**config.mk**
```make
export PLATFORM = sky130hd
export DESIGN_NAME = scl_bg
export DESIGN_NICKNAME = d
export VERILOG_FILES = /design/src/rtl/scl_bg_pkg.sv /design/src/rtl/scl_bg_cfg.sv /design/src/rtl/scl_bg_tick.sv /design/src/rtl/scl_bg.sv
export SDC_FILE = /design/constraint.sdc
export NUM_CORES = 1
export LEC_CHECK = 0
export BUFFER_PORTS_ARGS = -buffer_cell sky130_fd_sc_hd__buf_2
export CORE_MARGIN = 10
export CORE_UTILIZATION = 40
export DETAILED_ROUTE_END_ITERATION = 8
export PLACE_DENSITY_LB_ADDON = 0.2
export SLEW_MARGIN = 20
export SYNTH_ARGS = -nofsm -noshare
export SYNTH_HDL_FRONTEND = slang
export SYNTH_SLANG_ARGS = --single-unit
```
**constraint.sdc**
```tcl
create_clock -name clk -period 3.7 [get_ports clk]
set_clock_uncertainty 0.2 [all_clocks]
set_input_delay 0.74 -clock clk [delete_from_list [all_inputs] [get_ports clk]]
set_output_delay 0.74 -clock clk [all_outputs]
set_load 0.02 [all_outputs]
```
**src/rtl/scl_bg_pkg.sv**
```systemverilog
package scl_bg_pkg;
    localparam int unsigned RW = 8;

    typedef struct packed {
        logic [RW-1:0] cnt;
        logic          run;
        logic          scl;
    } bg_state_t;
endpackage

```
**src/rtl/scl_bg_cfg.sv**
```systemverilog
module scl_bg_cfg #(
    parameter int unsigned         W       = 8,
    parameter int unsigned         MIN_I2C = 3,
    parameter logic [W-1:0]        RST_VAL = 8'h13
) (
    input  logic         clk,
    input  logic         rst,
    input  logic         we,
    input  logic [W-1:0] wdata,
    input  logic         i2c,
    output logic [W-1:0] eff,
    output logic         bad
);
    localparam logic [W-1:0] FLOOR = W'(MIN_I2C);

    logic [W-1:0] rld_d, rld_q;

    always_comb begin
        rld_d = we ? wdata : rld_q;
        bad   = i2c && (rld_q < FLOOR);
        eff   = bad ? FLOOR : rld_q;
    end

    always_ff @(posedge clk) begin
        if (rst) rld_q <= RST_VAL;
        else     rld_q <= rld_d;
    end
endmodule

```
**src/rtl/scl_bg_tick.sv**
```systemverilog
module scl_bg_tick (
    input  logic clk,
    input  logic rst,
    input  logic run,
    input  logic i2c,
    output logic tick
);
    logic pre_d, pre_q;

    always_comb begin
        pre_d = (run && i2c) ? ~pre_q : 1'b0;
        tick  = i2c ? pre_q : 1'b1;
    end

    always_ff @(posedge clk) begin
        if (rst) pre_q <= 1'b0;
        else     pre_q <= pre_d;
    end
endmodule

```
**src/rtl/scl_bg.sv**
```systemverilog
module scl_bg
    import scl_bg_pkg::*;
#(
    parameter int unsigned W       = RW,
    parameter int unsigned MIN_I2C = 3
) (
    input  logic         clk,
    input  logic         rst,
    input  logic         rld_we,
    input  logic [W-1:0] rld_data,
    input  logic         buf_wr,
    input  logic         xfer_done,
    input  logic         mode_i2c,
    output logic         scl,
    output logic         rld_err
);
    bg_state_t    state_d, state_q;
    logic [W-1:0] eff;
    logic         tick;
    logic         run_w;
    logic [W-1:0] cnt_w;

    scl_bg_cfg #(.W(W), .MIN_I2C(MIN_I2C), .RST_VAL(W'(8'h13))) u_cfg (
        .clk   (clk),
        .rst   (rst),
        .we    (rld_we),
        .wdata (rld_data),
        .i2c   (mode_i2c),
        .eff   (eff),
        .bad   (rld_err)
    );

    scl_bg_tick u_tick (
        .clk  (clk),
        .rst  (rst),
        .run  (state_q.run),
        .i2c  (mode_i2c),
        .tick (tick)
    );

    always_comb begin
        state_d = state_q;
        if (!state_q.run) begin
            if (buf_wr && !xfer_done) begin
                state_d.run = 1'b1;
                state_d.cnt = RW'(eff);
            end
        end else if (xfer_done) begin
            state_d.run = 1'b0;
        end else if (tick) begin
            if (state_q.cnt == '0) begin
                state_d.scl = ~state_q.scl;
                state_d.cnt = RW'(eff);
            end else begin
                state_d.cnt = state_q.cnt - 1'b1;
            end
        end
    end

    always_ff @(posedge clk) begin
        if (rst) begin
            state_q.cnt <= '0;
            state_q.run <= 1'b0;
            state_q.scl <= 1'b1;
        end else begin
            state_q <= state_d;
        end
    end

    assign scl   = state_q.scl;
    assign run_w = state_q.run;
    assign cnt_w = W'(state_q.cnt);
endmodule

```
Yosys cells after proc, flatten, opt, wreduce, memory -nomap -nowiden
Index checks and enable logic that the tools add are counted.
Widths: inputs -> output; s select.
Word-level totals
  memory bits (writable): 0
  memory bits (read-only): 0
  latch bits: 0
  word-level logic and storage cells: 30
  memories kept: 0
  register bits: 19
Operators by class
  multiply operators: 0
  eq/ne operators: 2
  reduce and logical (&&, ||, !) cells: 9
  divide/modulo/power cells: 0
  add/sub/neg operators: 1
  magnitude comparators: 1
  mux-type cells: 8
  bitwise logic cells: 4
  shifts and indexed selects: 0
Operators by type and width (number)
  $mux 8: 4
  $mux 9: 2
  $logic_not 8->1: 1
  $lt 8x2->1 const B: 1
  $sub 8x1->8 const B: 1
  $not 1->1: 4
  $reduce_and 4->1: 1
  $logic_and 1x1->1: 3
  $reduce_and 3->1: 1
  $mux 1: 2
  $ne 2x1->1 const B: 1
  $ne 2x2->1 const B: 1
  $reduce_bool 2->1: 1
  $reduce_or 2->1: 1
  $logic_not 1->1: 1

Depth between registers and ports, before layout
  word-level depth: 7
  gate-level depth with buffers: 6
  mapped depth without buffers: 6

Cells and area by module
Synthesis repeated with hierarchy kept, for this count alone.
Second synthesis, totals
  cell total of the unflattened synthesis: 130
  area, all modules: 1116.1 um^2
By module, submodules not included
  scl_bg: cells each 90, area each 718.2 um^2, instances 1
  scl_bg_cfg: cells each 37, area each 359.1 um^2, instances 1
  scl_bg_tick: cells each 3, area each 38.8 um^2, instances 1

Worst setup path before layout
Ideal clock, no wire load.
  path kind: input to output
  from: input port mode_i2c
  to: output port rld_err
  slack: 1.534 ns
  required time: 2.760 ns
  stages on the path: 2
  buffers on the path: 0
  arrival time: 1.226 ns
  cell sequence: nor4b_1 > and3_1
On the way
  word-level cells in the longest chain between the ends: 1
RTL lines
  from (decl): line scl_bg.sv:13  | input logic mode_i2c,
  $logic_and 1x1->1: line scl_bg_cfg.sv:20  | bad = i2c && (rld_q < FLOOR);
  to (decl): line scl_bg.sv:15  | output logic rld_err
No other way between the ends.

Worst setup path in the final report
Ends and elaborated chain as after synthesis.

==> results_dict.tcl <==
set metrics [dict create \
    synth_nets 133 \
    hold_start "u_cfg.rld_q[0]$_SDFFE_PP1P_" \
    fp.dieW_um 70.6 \
    critPathArrivalTime_ps 1460 \
    critPathLaunchType "primary input" \
    p_per_area_nw_per_um2 446 \
    hpwl_um 1870 \
    hold_viol_final 0 \
    drt_wl_total_um 2470 \
    wl_per_cell_um 15.0 \
    drive_above_1_share_pct 20.9 \
    die_h_um 70.6 \
    synth_compound_area_share_pct 19.8 \
    grt_pass1_vias 977 \
    path_common_cell "buf_2" \
    synth_top_family_by_area "simple AND/OR/NAND/NOR gates" \
    cts_buffers 3 \
    rows 18 \
    grt_first_pass_wirelength_um 4220 \
    worst-slew-pin-transition_ps 1080 \
    synthSimpleGateAreaFrac_pct 26.6 \
    worstHoldPathType "register to register" \
    maxCapViolCount 0 \
    finalCritPeriodShare_pct 64.8 \
    yosys_warnings 0 \
    synthArstFlopShare_pct 0 \
    critical_path.top_delay_family "simple AND/OR/NAND/NOR gates" \
    routabilityCongestion 0.826 \
    synth_mux_area_share_pct 8.81 \
    final_common_cell "dfxtp_1" \
    cp_max_fo 3 \
    slowest_delay_ps 230 \
    required_ps 2760 \
    worstSetupEndpointType "output port" \
    final_max_slew_viol_count 0 \
    postCtsHoldBufs 0 \
    vias 928 \
    clk_pin_slew_ps 100 \
    final.setup.tns_ps 0 \
    drc 0 \
    drtIter0Drc 23 \
    grtUsageTotal_pct 9.77 \
    ys_ff_latch 19 \
    status "complete, no violations" \
    hold_depth 2 \
    slew_headroom_pct 27.5 \
    io_pins 16 \
    dr.pass1.iters 6 \
    fillers 259 \
    slowest_stage "and3_1" \
    worst-path-buf-inv 2 \
    rsz0062_at_grt "no" \
    cts_setup_buffers 0 \
    worstHoldEndpoint "u_cfg.rld_q[0]$_SDFFE_PP1P_" \
    overflow 0 \
    r2r_cells 4 \
    critical_path.cell_chain "buf_2, nor4b_1, and3_1, buf_2" \
    fmax_mhz 417 \
    synth_seq_area_share_pct 37.2 \
    start_util_pct 41.6 \
    r2r_end "cnt_w[1]$_SDFFE_PP0P_" \
    syn_inst 117 \
    synth_edf_count 0 \
    clock_sinks 19 \
    cts_resized 0 \
    clk_latency_ps 290 \
    core_um2 2450 \
    leakagePower_nw 0.486 \
    dieArea_um2 4980 \
    syn_to_final_growth_pct 12.9 \
    tritoncts "built" \
    avgSynthCellArea_um2 8.74 \
    h-tree-depth 1 \
    antenna_cells 0 \
    vdd_drop_max_uv 219 \
    synthAdderAreaFrac_pct 2.45 \
    clockBufferDepth 2 \
    worstReg2RegStart "cnt_w[2]$_SDFFE_PP0P_" \
    io_buffers 15 \
    period_minus_slack_ps 2400 \
    finalSetupViolCount 0 \
    final_net_count 151 \
    synthFlopType "dfxtp_1" \
    crit_type "primary input to output port" \
    detail-route-antenna-nets 0 \
    grt_max_degree 16 \
    synth_cell_types 39 \
    vias_per_cell 5.66 \
    power_mw 0.515 \
    syn-cell-area_um2 1020 \
    cts_root_buffer "clkbuf_4" \
    synthXorXnorAreaFrac_pct 2.57 \
    antenna_found_initial 0 \
    r2r_slack_ps 1730 \
    mostFrequentLayoutCells "dfxtp_1, buf_2, nor2_1, mux2i_1" \
]
[worst max-delay path by stage]
| stage | startpoint | end | slack [ps] | cells after the start |
|---|---|---|---|---|
| detailed placement | mode_i2c | rld_err | 1320 | 4 |
| global route | mode_i2c | rld_err | 1160 | 4 |
| global placement | mode_i2c | rld_err | 1320 | 4 |
| finish | mode_i2c | rld_err | 1300 | 4 |
| CTS | mode_i2c | rld_err | 1300 | 4 |
| floorplan | mode_i2c | rld_err | 1530 | 2 |
[area by class of cell]
cell class	instances	area (µm²)	area share, %
Multi-Input combinational cell	91	616	53.4
Clock buffer	4	26.3	2.28
Inverter	5	18.8	1.63
Sequential cell	19	380	33.0
Timing Repair Buffer	15	75.1	6.51
Tap cell	30	37.5	3.25
[state kept, by name, indices dropped and copies added (netlist names)]
register	count
run_w	1
scl	1
u_cfg.rld_q	8
u_tick.pre_q	1
cnt_w	8
[stage by stage]
step | area, µm² | hold WS [ps] | cells | util (%) | setup slack (ps)
3_3_place_gp | 1130 | 280 | 160 | 45.9 | 1320
6_report | 1150 | 319 | 164 | 47.0 | 1300
3_5_place_dp | 1130 | 303 | 160 | 45.9 | 1320
2_1_floorplan | 1020 | 259 | 117 | - | 1530
4_1_cts | 1150 | 330 | 164 | 47.0 | 1300
5_1_grt | 1150 | 352 | 164 | 47.0 | 1160
[power breakdown]
| part | switching [mW] | internal (mW) | leakage, nW |
|---|---|---|---|
| clock network | 0.0621 | 0.0419 | 0.0150 |
| registers | 0.0183 | 0.220 | 0.156 |
| logic | 0.0945 | 0.0776 | 0.315 |
[cells in the mapped netlist, types with 2 or more instances]
master	number	share of area (%)
nor3_1	3	1.5
a22oi_1	3	2.2
a31oi_1	2	1.2
nand2_1	7	2.6
and3_1	2	1.2
nand3b_1	2	1.5
o21ai_0	5	2.4
nor2_1	9	3.3
o22ai_1	5	3.1
or3_1	2	1.2
dfxtp_1	19	37
nor3b_1	2	1.5
clkbuf_1	2	0.73
inv_1	5	1.8
nand2b_1	3	1.8
nand3_1	3	1.5
xor2_1	3	2.6
a21oi_1	7	3.4
ha_1	2	2.4
mux2i_1	9	8.8
and2_1	2	1.2
a32oi_1	3	2.6
[cells by family after synthesis]
kind of cell    after synthesis
simple gates                 46
compound gates               31
flops                        19
mux                           9
buf+inv                       7
xor+xnor                      3
fa+ha+maj                     2
[layer usage]
layer | global-route usage [%] | wire length (µm) | vias up | part of all wire, %
li1 | - | - | 464 | -
met1 | 11.8 | 1150 | 442 | 47
met2 | 16.4 | 1220 | 20 | 49
met3 | 2.51 | 81 | 2 | 3.3
met4 | 3.44 | 15 | 0 | 0.61
met5 | 0 | 0 | - | 0
[worst register-to-register path: stages (launching register included)]
cell and delay (ps):
dfxtp_1 400, nor4_1 470, nand3_1 370, a32oi_1 310, o31ai_1 100
No activity file was read; power rests on OpenSTA's default activity.
